### src/rtl/ds3_tx_pkg.sv
package ds3_tx_pkg;
  localparam int unsigned BLOCK_BITS    = 85;
  localparam int unsigned BLOCKS_PER_SF = 8;
  localparam int unsigned SUBFRAMES     = 7;
  localparam int unsigned FRAME_BITS    = BLOCK_BITS * BLOCKS_PER_SF * SUBFRAMES;
endpackage

### src/rtl/ds3_pos_counter.sv
// Nested position counter: bit within block, block within subframe, subframe.
module ds3_pos_counter #(
  parameter int unsigned BLOCK_BITS    = ds3_tx_pkg::BLOCK_BITS,
  parameter int unsigned BLOCKS_PER_SF = ds3_tx_pkg::BLOCKS_PER_SF,
  parameter int unsigned SUBFRAMES     = ds3_tx_pkg::SUBFRAMES,
  localparam int unsigned BIT_W = $clog2(BLOCK_BITS),
  localparam int unsigned BLK_W = $clog2(BLOCKS_PER_SF),
  localparam int unsigned SF_W  = $clog2(SUBFRAMES)
) (
  input  logic             clk_i,
  input  logic             rst_ni,
  output logic [SF_W-1:0]  sf_q_o,
  output logic [BLK_W-1:0] blk_q_o,
  output logic [BIT_W-1:0] bit_q_o,
  output logic             last_next_o
);
  localparam logic [BIT_W-1:0] BIT_LAST = BIT_W'(BLOCK_BITS - 1);
  localparam logic [BLK_W-1:0] BLK_LAST = BLK_W'(BLOCKS_PER_SF - 1);
  localparam logic [SF_W-1:0]  SF_LAST  = SF_W'(SUBFRAMES - 1);

  logic [SF_W-1:0]  sf_q,  sf_d;
  logic [BLK_W-1:0] blk_q, blk_d;
  logic [BIT_W-1:0] bit_q, bit_d;
  logic bit_wrap, blk_wrap, sf_wrap;

  assign bit_wrap = (bit_q == BIT_LAST);
  assign blk_wrap = bit_wrap && (blk_q == BLK_LAST);
  assign sf_wrap  = blk_wrap && (sf_q == SF_LAST);

  always_comb begin
    bit_d = bit_wrap ? '0 : bit_q + 1'b1;
    blk_d = blk_q;
    sf_d  = sf_q;
    if (bit_wrap) blk_d = (blk_q == BLK_LAST) ? '0 : blk_q + 1'b1;
    if (blk_wrap) sf_d  = sf_wrap ? '0 : sf_q + 1'b1;
  end

  always_ff @(posedge clk_i or negedge rst_ni) begin
    if (!rst_ni) begin
      bit_q <= '0;
      blk_q <= '0;
      sf_q  <= '0;
    end else begin
      bit_q <= bit_d;
      blk_q <= blk_d;
      sf_q  <= sf_d;
    end
  end

  assign sf_q_o      = sf_q;
  assign blk_q_o     = blk_q;
  assign bit_q_o     = bit_q;
  assign last_next_o = (bit_d == BIT_LAST) && (blk_d == BLK_LAST) && (sf_d == SF_LAST);

  a_r4_wrap_to_zero: assert property (@(posedge clk_i) disable iff (!rst_ni)
    (bit_q == BIT_LAST && blk_q == BLK_LAST && sf_q == SF_LAST)
      |=> (bit_q == '0 && blk_q == '0 && sf_q == '0));

  a_r3_bit_in_range: assert property (@(posedge clk_i) disable iff (!rst_ni)
    (bit_q <= BIT_LAST) && (blk_q <= BLK_LAST) && (sf_q <= SF_LAST));

  a_r3_block_steps: assert property (@(posedge clk_i) disable iff (!rst_ni)
    (bit_q != BIT_LAST) |=> $stable(blk_q) && $stable(sf_q));
endmodule

### src/rtl/ds3_strobe_gen.sv
// Registered end-of-frame strobe, high while the last bit is awaited.
module ds3_strobe_gen (
  input  logic clk_i,
  input  logic rst_ni,
  input  logic last_next_i,
  output logic eof_o
);
  logic eof_q;

  always_ff @(posedge clk_i or negedge rst_ni) begin
    if (!rst_ni) eof_q <= 1'b0;
    else         eof_q <= last_next_i;
  end

  assign eof_o = eof_q;

  a_r5_single_cycle: assert property (@(posedge clk_i) disable iff (!rst_ni)
    eof_q |=> !eof_q);
endmodule

### src/rtl/ds3_payload_reg.sv
// Latches the serial bit with the position it occupied.
module ds3_payload_reg #(
  parameter int unsigned BIT_W = 7,
  parameter int unsigned BLK_W = 3,
  parameter int unsigned SF_W  = 3
) (
  input  logic             clk_i,
  input  logic             rst_ni,
  input  logic             ser_data_i,
  input  logic [SF_W-1:0]  sf_i,
  input  logic [BLK_W-1:0] blk_i,
  input  logic [BIT_W-1:0] bit_i,
  output logic             data_o,
  output logic             data_valid_o,
  output logic             oh_ind_o,
  output logic [SF_W-1:0]  sf_o,
  output logic [BLK_W-1:0] blk_o,
  output logic [BIT_W-1:0] bit_o
);
  logic oh_pos;
  assign oh_pos = (bit_i == '0);

  always_ff @(posedge clk_i or negedge rst_ni) begin
    if (!rst_ni) begin
      data_o       <= 1'b0;
      data_valid_o <= 1'b0;
      oh_ind_o     <= 1'b0;
      sf_o         <= '0;
      blk_o        <= '0;
      bit_o        <= '0;
    end else begin
      data_o       <= ser_data_i;
      data_valid_o <= !oh_pos;
      oh_ind_o     <= oh_pos;
      sf_o         <= sf_i;
      blk_o        <= blk_i;
      bit_o        <= bit_i;
    end
  end

  a_r7_flags_exclusive: assert property (@(posedge clk_i) disable iff (!rst_ni)
    !(oh_ind_o && data_valid_o));

  a_r2_data_follows_input: assert property (@(posedge clk_i) disable iff (!rst_ni)
    ser_data_i |=> data_o);
endmodule

### src/rtl/ds3_tx_serial_port.sv
module ds3_tx_serial_port #(
  parameter int unsigned BLOCK_BITS    = ds3_tx_pkg::BLOCK_BITS,
  parameter int unsigned BLOCKS_PER_SF = ds3_tx_pkg::BLOCKS_PER_SF,
  parameter int unsigned SUBFRAMES     = ds3_tx_pkg::SUBFRAMES,
  localparam int unsigned BIT_W = $clog2(BLOCK_BITS),
  localparam int unsigned BLK_W = $clog2(BLOCKS_PER_SF),
  localparam int unsigned SF_W  = $clog2(SUBFRAMES)
) (
  input  logic             clk_i,
  input  logic             rst_ni,
  input  logic             ser_data_i,
  output logic             eof_o,
  output logic             oh_ind_o,
  output logic             data_valid_o,
  output logic             data_o,
  output logic [SF_W-1:0]  sf_idx_o,
  output logic [BLK_W-1:0] blk_idx_o,
  output logic [BIT_W-1:0] bit_idx_o
);
  logic [SF_W-1:0]  sf_q;
  logic [BLK_W-1:0] blk_q;
  logic [BIT_W-1:0] bit_q;
  logic             last_next;

  ds3_pos_counter #(
    .BLOCK_BITS   (BLOCK_BITS),
    .BLOCKS_PER_SF(BLOCKS_PER_SF),
    .SUBFRAMES    (SUBFRAMES)
  ) u_pos (
    .clk_i      (clk_i),
    .rst_ni     (rst_ni),
    .sf_q_o     (sf_q),
    .blk_q_o    (blk_q),
    .bit_q_o    (bit_q),
    .last_next_o(last_next)
  );

  ds3_strobe_gen u_eof (
    .clk_i      (clk_i),
    .rst_ni     (rst_ni),
    .last_next_i(last_next),
    .eof_o      (eof_o)
  );

  ds3_payload_reg #(
    .BIT_W(BIT_W),
    .BLK_W(BLK_W),
    .SF_W (SF_W)
  ) u_pay (
    .clk_i       (clk_i),
    .rst_ni      (rst_ni),
    .ser_data_i  (ser_data_i),
    .sf_i        (sf_q),
    .blk_i       (blk_q),
    .bit_i       (bit_q),
    .data_o      (data_o),
    .data_valid_o(data_valid_o),
    .oh_ind_o    (oh_ind_o),
    .sf_o        (sf_idx_o),
    .blk_o       (blk_idx_o),
    .bit_o       (bit_idx_o)
  );

  // Strobe period ends on the edge that latches the final bit.
  a_r6_eof_then_last: assert property (@(posedge clk_i) disable iff (!rst_ni)
    eof_o |=> (bit_idx_o == BIT_W'(BLOCK_BITS - 1)) && (blk_idx_o == BLK_W'(BLOCKS_PER_SF - 1))
              && (sf_idx_o == SF_W'(SUBFRAMES - 1)));

  a_r6_new_frame_after_eof: assert property (@(posedge clk_i) disable iff (!rst_ni)
    $fell(eof_o) |=> (bit_idx_o == '0) && (blk_idx_o == '0) && (sf_idx_o == '0) && oh_ind_o);
endmodule

### config.mk
export PLATFORM = sky130hd
export DESIGN_NAME = ds3_tx_serial_port
export DESIGN_NICKNAME = d
export VERILOG_FILES = /design/src/rtl/ds3_tx_pkg.sv /design/src/rtl/ds3_pos_counter.sv /design/src/rtl/ds3_strobe_gen.sv /design/src/rtl/ds3_payload_reg.sv /design/src/rtl/ds3_tx_serial_port.sv
export SDC_FILE = /design/constraint.sdc
export NUM_CORES = 1
export LEC_CHECK = 0
export BUFFER_PORTS_ARGS = -buffer_cell sky130_fd_sc_hd__clkbuf_2
export CAP_MARGIN = 0
export CORE_MARGIN = 3
export CORE_UTILIZATION = 40
export DETAILED_ROUTE_END_ITERATION = 10
export PLACE_DENSITY = 0.57
export SYNTH_ARGS = -nofsm -noshare
export SYNTH_HDL_FRONTEND = slang
export SYNTH_SLANG_ARGS = --single-unit
export TNS_END_PERCENT = 5
### constraint.sdc
create_clock -name clk_i -period 1.8 [get_ports clk_i]
set_clock_uncertainty 0.05 [all_clocks]
set_input_delay 0.36 -clock clk_i [delete_from_list [all_inputs] [get_ports clk_i]]
set_output_delay 0.36 -clock clk_i [all_outputs]
set_load 0.02 [all_outputs]
==> metrics list <==
- The run finished with clean final reports.
- Maximum level of the CTS H-tree: 2
- At the end of the flow, the number of nets in the layout was 131.
* Global-route usage over all layers: 13.8%
- Of the total power, combinational logic draws 1.4%.
- Post-synthesis area per instance: 12.9 um^2
- Clock insertion delay at the later pin of the skew report: 0.33 ns
* First-pass GRT wire length: 3.60 mm
- Data arrival at the endpoint of the critical path: 1.88 ns
- From left edge to right edge, the die measures 60.6 um.
* Critical path capture point type: register
* Unique cell type count in the Yosys netlist: 32
- Tmin final: 1.69 ns
- Sequential cells burn 55.7% of the power.
- Synth Register Bits: 30
* ANT nets after route: 0
- After layout, the worst path uses 93.6% of the clock period.
- Maximum single-stage delay on the critical path: 0.41 ns
- For this run, design rule violations remaining after detail routing come to 0.
- Master of the slowest instance on the critical path: sky130_fd_sc_hd__dfrtp_1
- Buffers from clock root to sink, at most: 2
- The number of endpoints with negative hold slack in the final report came to 0.
- Hold buffer count at cts: 0
* Unrepaired setup endpoints after global routing: false
- In the final timing run, aggregate negative setup slack is 0 ns.
- Overflow after GRT: 0
- The worst pin sits at a relative slew slack of 52.6%.
- Diode insertion count for antenna repair: 0
- Die Height: 60.6 um
* Final WL: 2.14 mm
- First-pass detailed-route iteration total: 4
- Floorplan row count: 19
- Net Sw Frac: 20.3%
- The number of max-slew violations in the final report came to 0.
- Standby leakage power: 0.000771 uW
* Kind of cell adding the most delay to the critical path: simple AND/OR/NAND/NOR gates
- The post-route netlist has 34.1% of its cells at a drive strength greater than 1.
* Part of the power in the clock network: 42.9%
- Vias: 801
* Critical path data required time: 2.00 ns
* Max Fclk: 593 MHz
- The initial antenna violation count was 0.
* Maximum fanout encountered on the critical timing path: 5
- In the layout the commonest cells are sky130_fd_sc_hd__dfrtp_1, sky130_fd_sc_hd__clkbuf_2, sky130_fd_sc_hd__inv_1, sky130_fd_sc_hd__nand2_1, sky130_fd_sc_hd__ha_1.
* Worst setup startpoint: u_pos.bit_q_o[0]
- After detailed routing, the average wire length per cell comes to 13.9 um.
* Number of buffers inserted by port buffering: 19
- Number of clock sinks: 30
- After synthesis, flip-flops and latches occupy 63.0% of the total area.
- For this run, the number of Yosys warnings is 0.
- P per Cell Area: 841 nW/um^2
- The library cell used most frequently in the layout, excluding fill and tap cells, is sky130_fd_sc_hd__dfrtp_1.
- Measured on the finished design, the core utilization comes to 51.3%.
- Buffers & Inverters on Critical Path: 2
* CTS tree: built
- In this run the power spent charging and discharging nets is 246 uW.
* Layout area overhead: 20.8%
- Root buffer cell: sky130_fd_sc_hd__clkbuf_4
- Maximum number of pins on one net before global-route repair: 31
- The die covers 3670 um^2.
- In this run the critical register-to-register path is launched from u_pos.bit_q_o[0].
- 20 I/O pins were placed.
- After the first detailed-routing iteration, the DRC count stood at 15.
- TritonCTS buffer count: 5
- Clock transition time at the flip-flop clock pins of the worst setup and hold paths: 0.10 ns
- Synthesis handed over a netlist of 92 instances.
- Setup CP Type: reg -> reg
- For this configuration, the core starts out at a cell density of 42.5%.
* Worst-Margin Slew: 0.711 ns
- Via count of the first global-routing pass: 786
- Cells traversed along the worst timing path: inv_1 -> ha_1 -> nand4b_1 -> nor2_4 -> buf_4 -> a21o_1 -> nor4b_2
* Worst hold path type: in -> async
* Maximum vdd drop: 0.362 mV
* Sum of net half-perimeters after detailed placement: 1.57 mm
- Routability-driven placement finished with a final weighted congestion of 0.760.
- The number of nets in the synthesized netlist is 101.
- Critical path startpoint category: register
- The total area inside the core boundary comes to 2810 um^2.
- Final setup fails: 0
* Max_cap viols: 0
* Total standard cell area after synthesis: 1190 um^2
- Internal power: 964 uW
* Via/cell ratio: 5.20
worst register-to-register path: cells and delay by family (launching register included):
family                   cells  cell delay, ns
AO/OA/AOI/OAI                1            0.17
AND/OR/NAND/NOR              3            0.53
buffers and inverters        2            0.22
adder cells (fa/ha/maj)      1            0.22
flip-flops                   1            0.41
final cells by class:
class	count	area [um^2]
well taps	31	38.8
inverters	6	22.5
clock inverters	3	40.0
clock buffers	5	37.5
flip-flops and latches	30	752
repair buffers	24	133
multi-input cells	55	415
fillers	257	1370
Yosys cell counts, drive strengths merged:
master  count  area, um^2
nand4       1        6.26
buf         1        7.51
xor2        3        26.3
and4b       1        11.3
inv         6        22.5
nor4b       2        23.8
or3         2        12.5
dfrtp      30         751
nand4b      1        8.76
mux2        2        22.5
nand2b      3        18.8
o211ai      1        7.51
or2         1        6.26
nand3       2        15.0
and3        2        15.0
ha          6        75.1
o21ai       3        15.0
nor2        6        25.0
o21a        1        7.51
nand3b      1        7.51
a211oi      2        15.0
and3b       1        8.76
a31oi       1        6.26
nand2       6        22.5
a21o        3        22.5
a41o        1        10.0
nor4        1        6.26
xnor2       1        8.76
nor2b       1        6.26
metrics by stage:
| step | hold WS, ns | total power, uW | instance area, um^2 | cells | setup WS, ns |
|---|---|---|---|---|---|
| floorplan | 0.0144 | 690 | 1190 | 92 | 0.142 |
| CTS | 0.0284 | 1230 | 1430 | 154 | 0.0776 |
| finish | 0.0111 | 1210 | 1440 | 154 | 0.115 |
| detailed placement | 0.372 | 706 | 1360 | 146 | 0.115 |
| global placement | 0.367 | 706 | 1360 | 146 | 0.147 |
| global route | 0.0578 | 1260 | 1440 | 154 | 0.00493 |
power groups by stage:
| stage | sequential, uW | clock [uW] | combinational, uW |
|---|---|---|---|
| 2_1_floorplan | 690 | 0 | 0.000234 |
| 3_3_place_gp | 688 | 0 | 17.4 |
| 3_5_place_dp | 688 | 0 | 18.0 |
| 4_1_cts | 675 | 534 | 17.8 |
| 5_1_grt | 675 | 568 | 19.8 |
| 6_report | 675 | 519 | 16.5 |
routing by layer:
metal | part of all wire, % | up-vias | track usage (%)
met5 | 0 | - | 0
met4 | 2.8 | 0 | 7.43
li1 | - | 383 | -
met1 | 43 | 390 | 15.8
met2 | 48 | 21 | 22.0
met3 | 5.8 | 7 | 5.74
state kept, by name (all words and copies together), names as in the netlist:
name,cells
u_pay.bit_o,7
u_eof.eof_o,1
u_pay.data_valid_o,1
u_pos.sf_q_o,3
u_pos.blk_q_o,3
u_pay.data_o,1
u_pay.sf_o,3
u_pos.bit_q_o,7
u_pay.blk_o,3
u_pay.oh_ind_o,1
logic make-up after synthesis:
| logic type | synth area share, % |
|---|---|
| fa+ha+maj | 6.30 |
| simple gates | 16.3 |
| buf+inv | 2.52 |
| xor+xnor | 2.94 |
| mux | 1.89 |
| compound gates | 7.04 |
| flops | 63.0 |
repair_timing:
action | CTS | global route
resized for setup | 0 | 2
buffers inserted | 0 | 0
endpoints found under the setup margin | 0 | 1
path summary, 6_finish.rpt:
check | endpoint | slack, ns | depth (start not counted)
max | u_eof.eof_o | 0.11 | 7
min | u_pos.sf_q_o[2] | 0.01 | 1
max reg2reg | u_eof.eof_o | 0.11 | 7
min reg2reg | u_pay.sf_o[2] | 0.40 | 0
max in group asynchronous | u_pos.bit_q_o[1] | 1.18 | 1
min in group clk_i | u_pay.data_o | 0.09 | 1
Power figures use the tool's default switching activity.
